<file path="src/rtl/rrip_pkg.sv">
package rrip_pkg;

   typedef enum logic [1:0] {
      MODE_STATIC     = 2'd0,
      MODE_BIMODAL    = 2'd1,
      MODE_DYNAMIC    = 2'd2,
      MODE_STATIC_ALT = 2'd3
   } ins_mode_e;

endpackage

</file>
<file path="src/rtl/rrip_victim_pick.sv">
module rrip_victim_pick #(
   parameter int NUM_WAYS = 4,
   parameter int RRPV_W   = 2
) (
   input  logic [NUM_WAYS-1:0][RRPV_W-1:0] set_rrpv,
   input  logic [NUM_WAYS-1:0]             set_valid,
   output logic [$clog2(NUM_WAYS)-1:0]     pick_way,
   output logic [RRPV_W-1:0]               age_step
);

   localparam int WAY_W = $clog2(NUM_WAYS);
   localparam logic [RRPV_W-1:0] RRPV_MAX = '1;

   logic              found_inv;
   logic [WAY_W-1:0]  inv_way;
   logic [WAY_W-1:0]  max_way;
   logic [RRPV_W-1:0] top_val;

   // lowest invalid way
   always_comb begin
      found_inv = 1'b0;
      inv_way   = '0;
      for (int w = NUM_WAYS - 1; w >= 0; w--) begin
         if (!set_valid[w]) begin
            found_inv = 1'b1;
            inv_way   = WAY_W'(w);
         end
      end
   end

   // largest value in the set, then the lowest way that holds it
   always_comb begin
      top_val = '0;
      for (int w = 0; w < NUM_WAYS; w++) begin
         if (set_rrpv[w] > top_val) top_val = set_rrpv[w];
      end
      max_way = '0;
      for (int w = NUM_WAYS - 1; w >= 0; w--) begin
         if (set_rrpv[w] == top_val) max_way = WAY_W'(w);
      end
   end

   // the whole repeated aging loop collapses into one add of (max - top)
   assign pick_way = found_inv ? inv_way : max_way;
   assign age_step = found_inv ? '0 : (RRPV_MAX - top_val);

endmodule

</file>
<file path="src/rtl/rrip_insert_policy.sv">
module rrip_insert_policy
   import rrip_pkg::*;
#(
   parameter int NUM_SETS       = 16,
   parameter int RRPV_W         = 2,
   parameter int PSEL_W         = 10,
   parameter int BIMODAL_PERIOD = 32,
   parameter int LEADER_SEL_W   = 3
) (
   input  logic                        clk,
   input  logic                        rst_n,
   input  ins_mode_e                   mode,
   input  logic                        fill_fire,
   input  logic [$clog2(NUM_SETS)-1:0] fill_set,
   output logic [RRPV_W-1:0]           ins_val,
   output logic [PSEL_W-1:0]           psel_q
);

   localparam int BIP_W = $clog2(BIMODAL_PERIOD);
   localparam logic [RRPV_W-1:0] RRPV_MAX  = '1;
   localparam logic [RRPV_W-1:0] RRPV_LONG = RRPV_MAX - 1'b1;
   localparam logic [PSEL_W-1:0] PSEL_INIT = PSEL_W'((1 << (PSEL_W - 1)) - 1);

   logic [LEADER_SEL_W-1:0] grp;
   logic                    sta_leader;
   logic                    bim_leader;
   logic                    use_bim;
   logic [BIP_W-1:0]        bip_q;

   assign grp        = fill_set[LEADER_SEL_W-1:0];
   assign sta_leader = (grp == '0);
   assign bim_leader = (grp == '1);

   always_comb begin
      case (mode)
         MODE_BIMODAL: use_bim = 1'b1;
         MODE_DYNAMIC: use_bim = bim_leader | (~sta_leader & psel_q[PSEL_W-1]);
         default:      use_bim = 1'b0;
      endcase
   end

   assign ins_val = (use_bim && (bip_q != '0)) ? RRPV_MAX : RRPV_LONG;

   // bimodal throttle: one long insertion per period
   always_ff @(posedge clk or negedge rst_n) begin
      if (!rst_n)                    bip_q <= '0;
      else if (fill_fire && use_bim) bip_q <= bip_q + 1'b1;
   end

   // dueling selector, counts leader fills (misses)
   always_ff @(posedge clk or negedge rst_n) begin
      if (!rst_n) begin
         psel_q <= PSEL_INIT;
      end else if (fill_fire && (mode == MODE_DYNAMIC)) begin
         if (sta_leader && (psel_q != '1))      psel_q <= psel_q + 1'b1;
         else if (bim_leader && (psel_q != '0)) psel_q <= psel_q - 1'b1;
      end
   end

endmodule

</file>
<file path="src/rtl/rrip_state_array.sv">
module rrip_state_array #(
   parameter int NUM_SETS = 16,
   parameter int NUM_WAYS = 4,
   parameter int RRPV_W   = 2
) (
   input  logic                                      clk,
   input  logic                                      rst_n,
   input  logic                                      upd_valid,
   input  logic                                      upd_fill,
   input  logic [$clog2(NUM_SETS)-1:0]               upd_set,
   input  logic [$clog2(NUM_WAYS)-1:0]               upd_way,
   input  logic [RRPV_W-1:0]                         ins_val,
   input  logic                                      age_en,
   input  logic [$clog2(NUM_SETS)-1:0]               age_set,
   input  logic [RRPV_W-1:0]                         age_step,
   output logic [NUM_SETS-1:0][NUM_WAYS-1:0][RRPV_W-1:0] rrpv_q,
   output logic [NUM_SETS-1:0][NUM_WAYS-1:0]         valid_q
);

   localparam int SET_W = $clog2(NUM_SETS);
   localparam int WAY_W = $clog2(NUM_WAYS);

   for (genvar s = 0; s < NUM_SETS; s++) begin : g_set
      logic age_me;
      assign age_me = age_en && (age_set == SET_W'(s));

      for (genvar w = 0; w < NUM_WAYS; w++) begin : g_way
         logic              touch;
         logic [RRPV_W-1:0] cell_q;
         logic              vld_q;

         assign touch = upd_valid && (upd_set == SET_W'(s)) && (upd_way == WAY_W'(w));

         // an event on this way takes precedence over aging at the same edge
         always_ff @(posedge clk or negedge rst_n) begin
            if (!rst_n) begin
               cell_q <= '1;
               vld_q  <= 1'b0;
            end else if (touch) begin
               cell_q <= upd_fill ? ins_val : '0;
               vld_q  <= vld_q | upd_fill;
            end else if (age_me) begin
               cell_q <= cell_q + age_step;
            end
         end

         assign rrpv_q[s][w] = cell_q;
         assign valid_q[s][w] = vld_q;
      end
   end

endmodule

</file>
<file path="src/rtl/rrip_repl_ctrl.sv">
module rrip_repl_ctrl
   import rrip_pkg::*;
#(
   parameter int NUM_SETS       = 16,
   parameter int NUM_WAYS       = 4,
   parameter int RRPV_W         = 2,
   parameter int PSEL_W         = 10,
   parameter int BIMODAL_PERIOD = 32,
   parameter int LEADER_SEL_W   = 3
) (
   input  logic                        clk,
   input  logic                        rst_n,
   input  logic [1:0]                  mode_sel,
   input  logic                        upd_valid,
   input  logic                        upd_fill,
   input  logic [$clog2(NUM_SETS)-1:0] upd_set,
   input  logic [$clog2(NUM_WAYS)-1:0] upd_way,
   input  logic                        vq_valid,
   input  logic [$clog2(NUM_SETS)-1:0] vq_set,
   output logic                        vic_valid,
   output logic [$clog2(NUM_WAYS)-1:0] vic_way
);

   localparam int SET_W = $clog2(NUM_SETS);
   localparam int WAY_W = $clog2(NUM_WAYS);

   // elaboration-time parameter checks
   if (NUM_WAYS < 2 || (NUM_WAYS & (NUM_WAYS - 1)) != 0) begin : g_bad_ways
      $error("NUM_WAYS must be a power of two, at least 2");
   end
   if (NUM_SETS < 2 || (NUM_SETS & (NUM_SETS - 1)) != 0) begin : g_bad_sets
      $error("NUM_SETS must be a power of two, at least 2");
   end
   if (RRPV_W < 2) begin : g_bad_rrpv
      $error("RRPV_W must be at least 2");
   end
   if (PSEL_W < 2) begin : g_bad_psel
      $error("PSEL_W must be at least 2");
   end
   if (BIMODAL_PERIOD < 2 || (BIMODAL_PERIOD & (BIMODAL_PERIOD - 1)) != 0) begin : g_bad_bip
      $error("BIMODAL_PERIOD must be a power of two, at least 2");
   end
   if (LEADER_SEL_W < 1 || LEADER_SEL_W > SET_W) begin : g_bad_leader
      $error("LEADER_SEL_W must lie in 1..log2(NUM_SETS)");
   end

   logic [NUM_SETS-1:0][NUM_WAYS-1:0][RRPV_W-1:0] rrpv_all;
   logic [NUM_SETS-1:0][NUM_WAYS-1:0]             valid_all;
   logic [PSEL_W-1:0]                             psel_val;
   logic [RRPV_W-1:0]                             ins_val;
   logic [WAY_W-1:0]                              pick_way;
   logic [RRPV_W-1:0]                             age_step;

   rrip_insert_policy #(
      .NUM_SETS      (NUM_SETS),
      .RRPV_W        (RRPV_W),
      .PSEL_W        (PSEL_W),
      .BIMODAL_PERIOD(BIMODAL_PERIOD),
      .LEADER_SEL_W  (LEADER_SEL_W)
   ) i_policy (
      .clk      (clk),
      .rst_n    (rst_n),
      .mode     (ins_mode_e'(mode_sel)),
      .fill_fire(upd_valid & upd_fill),
      .fill_set (upd_set),
      .ins_val  (ins_val),
      .psel_q   (psel_val)
   );

   rrip_victim_pick #(
      .NUM_WAYS(NUM_WAYS),
      .RRPV_W  (RRPV_W)
   ) i_pick (
      .set_rrpv (rrpv_all[vq_set]),
      .set_valid(valid_all[vq_set]),
      .pick_way (pick_way),
      .age_step (age_step)
   );

   rrip_state_array #(
      .NUM_SETS(NUM_SETS),
      .NUM_WAYS(NUM_WAYS),
      .RRPV_W  (RRPV_W)
   ) i_state (
      .clk      (clk),
      .rst_n    (rst_n),
      .upd_valid(upd_valid),
      .upd_fill (upd_fill),
      .upd_set  (upd_set),
      .upd_way  (upd_way),
      .ins_val  (ins_val),
      .age_en   (vq_valid),
      .age_set  (vq_set),
      .age_step (age_step),
      .rrpv_q   (rrpv_all),
      .valid_q  (valid_all)
   );

   always_ff @(posedge clk or negedge rst_n) begin
      if (!rst_n) begin
         vic_valid <= 1'b0;
         vic_way   <= '0;
      end else begin
         vic_valid <= vq_valid;
         if (vq_valid) vic_way <= pick_way;
      end
   end

endmodule

</file>
<file path="config.mk">
export PLATFORM = sky130hd
export DESIGN_NAME = rrip_repl_ctrl
export DESIGN_NICKNAME = d
export VERILOG_FILES = /design/src/rtl/rrip_pkg.sv /design/src/rtl/rrip_victim_pick.sv /design/src/rtl/rrip_insert_policy.sv /design/src/rtl/rrip_state_array.sv /design/src/rtl/rrip_repl_ctrl.sv
export SDC_FILE = /design/constraint.sdc
export NUM_CORES = 1
export LEC_CHECK = 0
export ABC_AREA = 1
export BUFFER_PORTS_ARGS = -buffer_cell sky130_fd_sc_hd__buf_4
export CAP_MARGIN = 25
export CORE_ASPECT_RATIO = 1.5
export CORE_UTILIZATION = 58
export DETAILED_ROUTE_END_ITERATION = 12
export PLACE_DENSITY = 0.79
export RECOVER_POWER = 25
export REMOVE_ABC_BUFFERS = 1
export SLEW_MARGIN = 20
export SYNTH_ARGS = -nofsm -noshare
export SYNTH_HDL_FRONTEND = slang
export SYNTH_SLANG_ARGS = --single-unit
</file>
<file path="constraint.sdc">
create_clock -name clk -period 6.7 [get_ports clk]
set_clock_uncertainty 0.05 [all_clocks]
set_input_delay 0 -clock clk [delete_from_list [all_inputs] [get_ports clk]]
set_output_delay 0 -clock clk [all_outputs]
set_load 0.05 [all_outputs]
</file>
* Word-level counts from Yosys, hierarchy flattened
Index checks and enable logic that the tools add are counted.
** Storage, ports and cells
- Bits in registers :: 210
- Bits of input ports :: 17
- Output and inout bits :: 3
** Operators by class
- Add/sub/neg operators :: 68
- Order comparisons :: 5
- Equality and inequality tests :: 41
- Mux-type cells :: 155
- Bitwise gates (word level) :: 68
- Reduce and logical (&&, ||, !) cells :: 173
** Operators with widths (count)
- 2-to-1 mux 2 bit :: 143
- nonzero test 2 bit :: 65
- adder 2 bit :: 64
- logical AND 1 bit :: 101
- OR 1 bit :: 65
- equality test 4 bit (second input constant) :: 16
- binary-select mux 8 bit (select 4 bit) :: 1
- equality test 4 x 3 -> 1 bit (second input constant) :: 8
- 2-to-1 mux 10 bit :: 2
- binary-select mux 4 bit (select 4 bit) :: 1
- equality test 4 x 2 -> 1 bit (second input constant) :: 4
- adder 10 x 1 -> 10 bit (second input constant) :: 1
- inequality test 10 bit (second input constant) :: 1
- nonzero test 10 bit :: 1
- subtractor 10 x 1 -> 10 bit (second input constant) :: 1
- equality test 2 bit :: 4
- equality test 4 x 1 -> 1 bit (second input constant) :: 2
- logical NOT 4 bit :: 2
- 2-to-1 mux 8 bit :: 1
- equality test 2 bit (second input constant) :: 3
- greater-than comparator 2 bit :: 3
- adder 5 x 1 -> 5 bit (second input constant) :: 1
- < comparator 4 x 5 -> 1 bit (second input constant) :: 1
- 2-to-1 mux 1 bit :: 5
- 12 further kinds :: 14

* Logic depth before layout (Yosys ltp)
- Depth in word-level cells :: 16
- Mapped depth :: 35

* Hierarchy
From an unflattened synthesis, not the netlist that was laid out.
** Second synthesis, totals
- Cell total of the unflattened synthesis :: 2669
- Area, all modules :: 17065.1 um^2
** Modules (own cells, without submodules)
- rrip_state_array :: times used 1, cells an instance 1808, area each 12674.7 um^2, seq. area each 4964.8 um^2
- rrip_repl_ctrl :: times used 1, cells an instance 589, area each 2546.2 um^2, seq. area each 75.1 um^2
- rrip_insert_policy :: times used 1, cells an instance 185, area each 1323.8 um^2, seq. area each 386.6 um^2
- rrip_victim_pick :: times used 1, cells an instance 87, area each 520.5 um^2, seq. area each 0.0 um^2

* Worst setup path before layout
OpenSTA, ideal clock, no wires.
- Path type :: input-to-reg
- From :: input vq_set[1]
- To :: register i_state.g_set[14].g_way[1].cell_q[1]
- Setup time :: 0.064 ns
- Arrival time :: 6.850 ns
- Data required time :: 6.586 ns
- Path slack :: -0.264 ns
- Stages :: 28
- Path through :: buf_6 > nand2_4 > buf_6 > inv_2 > buf_2 > a22oi_1 > a21oi_1 > or2_2 > nor2_2 > ha_1 > nand2_1 > o21ai_0 > nand2_1 > ha_1 > nand2_1 > o21a_1 > inv_1 > nand2_1 > nand2_1 > ha_1 > a22oi_1 > nand2_1 > a21oi_1 > ha_1 > xor2_1 > xor2_2 > nand2_1 > nand3_1
** On the way
- Longest elaborated chain between the ends :: 15
- Elaborated cells on any way between the ends :: 24
- Classes of those cells :: 2 x add/sub; 4 x order compare; 1 x eq/ne; 15 x mux; 2 x reduce/logical
** RTL lines
- start: declaration :: line rrip_repl_ctrl.sv:19 : input logic [$clog2(NUM_SETS)-1:0] vq_set,
- binary-select mux 8 bit (select 4 bit) :: line rrip_repl_ctrl.sv:74 : .set_rrpv (rrpv_all[vq_set]),
- 2-to-1 mux 8 bit (not written as such) :: line rrip_repl_ctrl.sv:74
- greater-than comparator 2 x 1 -> 1 bit :: line rrip_victim_pick.sv:35 : if (set_rrpv[w] > top_val) top_val = set_rrpv[w];
- 2-to-1 mux 2 bit :: line rrip_victim_pick.sv:35
- greater-than comparator 2 bit :: line rrip_victim_pick.sv:35
- 2-to-1 mux 2 bit :: line rrip_victim_pick.sv:35
- greater-than comparator 2 bit :: line rrip_victim_pick.sv:35
- 2-to-1 mux 2 bit :: line rrip_victim_pick.sv:35
- greater-than comparator 2 bit :: line rrip_victim_pick.sv:35
- 2-to-1 mux 2 bit :: line rrip_victim_pick.sv:35
- subtractor 2 bit :: line rrip_victim_pick.sv:45 : assign age_step = found_inv ? '0 : (RRPV_MAX - top_val);
- 2-to-1 mux 2 bit :: line rrip_victim_pick.sv:45
- adder 2 bit :: line rrip_state_array.sv:43 : cell_q <= cell_q + age_step;
- 2-to-1 mux 2 bit :: line rrip_state_array.sv:42 : end else if (age_me) begin
- 2-to-1 mux 2 bit :: line rrip_state_array.sv:39 : end else if (touch) begin
- end signal: assignment :: line rrip_state_array.sv:40 : cell_q <= upd_fill ? ins_val : '0;
- end signal: assignment :: line rrip_state_array.sv:43
- end: declaration :: line rrip_state_array.sv:29 : logic [RRPV_W-1:0] cell_q;
Several ways; a longest one is shown, not always the timed one. The select of a mux whose other input is x is not followed.
A chain may end at the register's enable or synchronous reset.

* Worst setup path after layout
- From :: register i_state.g_set[5].g_way[1].cell_q[1]
- To :: register i_state.g_set[1].g_way[3].cell_q[1]
** On the way
- Longest elaborated chain between the ends :: 13
** RTL lines (line)
- start: declaration :: rrip_state_array.sv:29
- start signal: assignment :: rrip_state_array.sv:40
- start signal: assignment :: rrip_state_array.sv:43
- binary-select mux 8 bit (select 4 bit) (*) :: rrip_repl_ctrl.sv:74
- 2-to-1 mux 8 bit (not written as such) (*) :: rrip_repl_ctrl.sv:74
- greater-than comparator 2 bit :: rrip_victim_pick.sv:35
- 2-to-1 mux 2 bit (*) :: rrip_victim_pick.sv:35
- greater-than comparator 2 bit :: rrip_victim_pick.sv:35
- 2-to-1 mux 2 bit (*) :: rrip_victim_pick.sv:35
- greater-than comparator 2 bit :: rrip_victim_pick.sv:35
- 2-to-1 mux 2 bit (*) :: rrip_victim_pick.sv:35
- subtractor 2 bit (*) :: rrip_victim_pick.sv:45
- 2-to-1 mux 2 bit (*) :: rrip_victim_pick.sv:45
- adder 2 bit (*) :: rrip_state_array.sv:43
- 2-to-1 mux 2 bit (*) :: rrip_state_array.sv:42
- 2-to-1 mux 2 bit (*) :: rrip_state_array.sv:39
- end signal: assignment :: rrip_state_array.sv:40
- end signal: assignment :: rrip_state_array.sv:43
- end: declaration :: rrip_state_array.sv:29
Mark *: on every way between the ends. The rest lies on a longest branch, timed or not. The select of a mux whose other input is x is not followed.

==> run_results.csv <==
group,metric,value,unit
synthesis,synth.largest_area_cell,"dfstp_2",
clock_tree,cts_tree,"done",
global_routing,grt_pass1_vias,12600,
timing,setup_viol,0,
timing,fin_crit_sh,73.5,%
clock_tree,clk_latency,0.52,ns
floorplan,die_h,192,µm
critical_path,crit_type,"flip-flop to flip-flop",
clock_tree,clk_pin_slew,0.06,ns
cells_and_area,antenna_cells,0,
timing,clock.fmax,203,MHz
power,p_seq_share,41.9,%
clock_tree,cts_buffers,22,
cells_and_area,nNetsFinal,1928,
cells_and_area,most-common-layout-cells,"nand2_1, nor2_1, inv_1",
power,ir_drop,0.000256,V
placement,port_buffers,19,
route,dr.pass1.iters,6,
clock_tree,cts.sinks,210,
route,ant_nets,0,
placement,place.gp.congestion,0.962,
floorplan,fp-row-count,69,
synthesis,synth_top_area_share,25.7,%
cells_and_area,drive_gt1_share,12.2,%
timing,relSlewSlack,-47.8,%
timing,rsz0062_at_grt,"false",
synthesis,synth_flop_cell,"dfstp_2",
route,drc_errors,0,
power,power.density,368,mW/mm²
power,p_int,0.00342,W
placement,dp_cells,2113,
synthesis,syn_area,0.0140,mm²
clock_tree,ctsResizeCount,0,
clock_tree,cts.hold.buffers_added,5,
cells_and_area,layoutNonFillerInstCount,2158,
synthesis,yosys_warnings,0,
power,p_switching,0.00214,W
clock_tree,cts_buffer_depth,3,
power,p_clk_share,21.1,%
power,p_sw_share,38.5,%
floorplan,core,0.0237,mm²
critical_path,end_kind,"flip-flop",
route,drt_iter0_markers,1078,
power,power_leakage,7.16,nW
critical_path,cp.arrival,5.33,ns
synthesis,yosysSeqAreaShare,38.8,%
floorplan,io_pins,20,
clock_tree,post_cts_buffers,0,
timing,final-hold-violation-count,0,
placement,hpwlAfterDp,28300,µm
synthesis,synth_cells,1815,
global_routing,track_usage,34.5,%
timing,period_minus_slack,4.92,ns
route,wirelength,41100,µm
floorplan,initial_core_util,59.2,%
floorplan,die_area,0.0248,mm²
cells_and_area,layout_commonest_cell,"nand2_1",
placement,postPlaceCellArea,0.0144,mm²
run_status,violations,"max-capacitance violations, max-slew violations",
global_routing,antenna_found_initial,0,
clock_tree,root_buffer,"clkbuf_16",
floorplan,die_x,129,µm
run_status,status,"finished with violations",
global_routing,grt_max_degree,157,
timing,worstMarginPinSlew,2.22,ns
flow_run,cap_violations,1,
synthesis,synth_edf_count,0,
synthesis,synth_cell_types,47,
route,via_per_inst,5.91,
global_routing,grt_first_pass_wirelength,65300,µm
synthesis,synth-async-reset-ratio,100,%
cells_and_area,area_growth,8.09,%
cells_and_area,fin_area,0.0151,mm²
power,combPwrFrac,37.0,%
critical_path,startpoint_type,"flip-flop",
worst_hold_path,hold_path_class,"input port to flip-flop",
route,via_count,12753,
timing,drv_slew,37,
critical_path,cp.required,7.10,ns
synthesis,yosys_register_bits,210,
clock_tree,h-tree-depth,1,
critical_path,crit_fanout,34,
global_routing,grt-ovfl-total,0,
synthesis,syn_area_per_cell,7.71,µm²
timing,whs,0.0481,ns
route,wl_per_cell,19.0,µm
synthesis,synth_area_leaders,"dfstp_2, nand2_1, dfrtp_1",
area by class of cell:
cell class | count | area, µm²
multi-input cells | 1362 | 7600
inverters | 192 | 728
fillers | 2099 | 8530
clock inverters | 5 | 25.0
repair buffers | 37 | 313
clock buffers | 33 | 633
well taps | 319 | 399
flip-flops and latches | 210 | 5430
sequential cells by signal (all words and copies together) (netlist names):
| signal | count |
|---|---|
| i_policy.psel_q | 10 |
| i_policy.bip_q | 5 |
| i_state.g_set.g_way.vld_q | 64 |
| vic_valid | 1 |
| i_state.g_set.g_way.cell_q | 128 |
| vic_way | 2 |
power groups by stage:
| stage | Clock (W) | Combinational, W | Sequential (W) |
|---|---|---|---|
| 6_report | 0.00118 | 0.00206 | 0.00233 |
| 5_1_grt | 0.00123 | 0.00233 | 0.00237 |
| 4_1_cts | 0.00118 | 0.00205 | 0.00232 |
| 3_5_place_dp | 0 | 0.00203 | 0.00233 |
| 3_3_place_gp | 0 | 0.00195 | 0.00232 |
| 2_1_floorplan | 0 | 0.00155 | 0.00218 |
path summary, 6_finish.rpt:
path,from,endpoint,slack [ns],cells past startpoint
max in group asynchronous,rst_n,i_state.g_set[4].g_way[3].vld_q$_DFFE_PN0P_,3.91,3
min in group asynchronous,rst_n,i_state.g_set[15].g_way[3].cell_q[0]$_DFFE_PN1P_,1.36,2
setup reg to reg,i_state.g_set[5].g_way[1].cell_q[1]$_DFFE_PN1P_,i_state.g_set[1].g_way[3].cell_q[1]$_DFFE_PN1P_,1.78,27
setup / recovery,i_state.g_set[5].g_way[1].cell_q[1]$_DFFE_PN1P_,i_state.g_set[1].g_way[3].cell_q[1]$_DFFE_PN1P_,1.78,27
hold / removal,upd_set[0],i_state.g_set[1].g_way[2].cell_q[0]$_DFFE_PN1P_,0.05,5
hold reg to reg,i_state.g_set[9].g_way[0].vld_q$_DFFE_PN0P_,i_state.g_set[9].g_way[0].vld_q$_DFFE_PN0P_,0.40,2
worst max-delay path, stage by stage, from the launching register on:
cell     delay [ns]
dfstp_2        0.39
nand2_1        0.06
nand2_1        0.09
o21ai_0        0.35
nand3_1        0.12
a21oi_1        0.28
inv_1          0.09
ha_1           0.18
inv_1          0.06
nand2_1        0.04
o21ai_0        0.10
nand2_1        0.12
ha_1           0.28
nand2_1        0.07
o21a_1         0.16
inv_1          0.06
nand2_1        0.08
nand2_1        0.07
ha_1           0.27
a22oi_1        0.27
nand2_1        0.19
a21oi_4        0.18
buf_4          0.44
ha_1           0.26
xor2_1         0.26
xor2_2         0.15
nand2_1        0.06
nand3_1        0.08
routing by layer:
layer,wire length [µm],part of all wire (%),global-route usage [%]
met4,3040,7.4,24.4
met5,0,0,0
met3,3460,8.4,5.96
met2,19200,47,56.2
met1,15400,38,41.2
synthesized netlist by cell type (all sizes together), types with 2 or more instances:
master  number
o21ai       45
clkbuf      32
nand2      549
buf         19
nand4        9
a22oi       43
o22ai       35
o31ai        2
a21oi       24
nor2       236
ha          85
dfstp      137
nand3      107
o41ai        2
xor2        95
inv        192
a22o         2
dfrtp       73
or2          7
o211ai      17
o21bai      22
o221ai       2
o311ai      38
nand3b       2
xnor2       34
cell families after synthesis:
logic type | count (synthesis) | share of synthesized area (%)
compound gates | 235 | 11.4
xor+xnor | 129 | 8.61
fa+ha+maj | 86 | 7.74
buf+inv | 243 | 7.16
flops | 210 | 38.8
simple gates | 912 | 26.3
through the flow:
step	total power, W	setup WS (ns)	util (%)	TNS [ns]
after global routing	0.00593	1.44	63.9	0
after CTS	0.00555	1.87	63.9	0
after global placement	0.00427	1.55	60.8	0
after floorplan	0.00373	-0.0653	-	-0.773
after detailed placement	0.00436	1.45	60.9	0
final	0.00557	1.78	63.9	0
(Power assumes the default switching activity.)
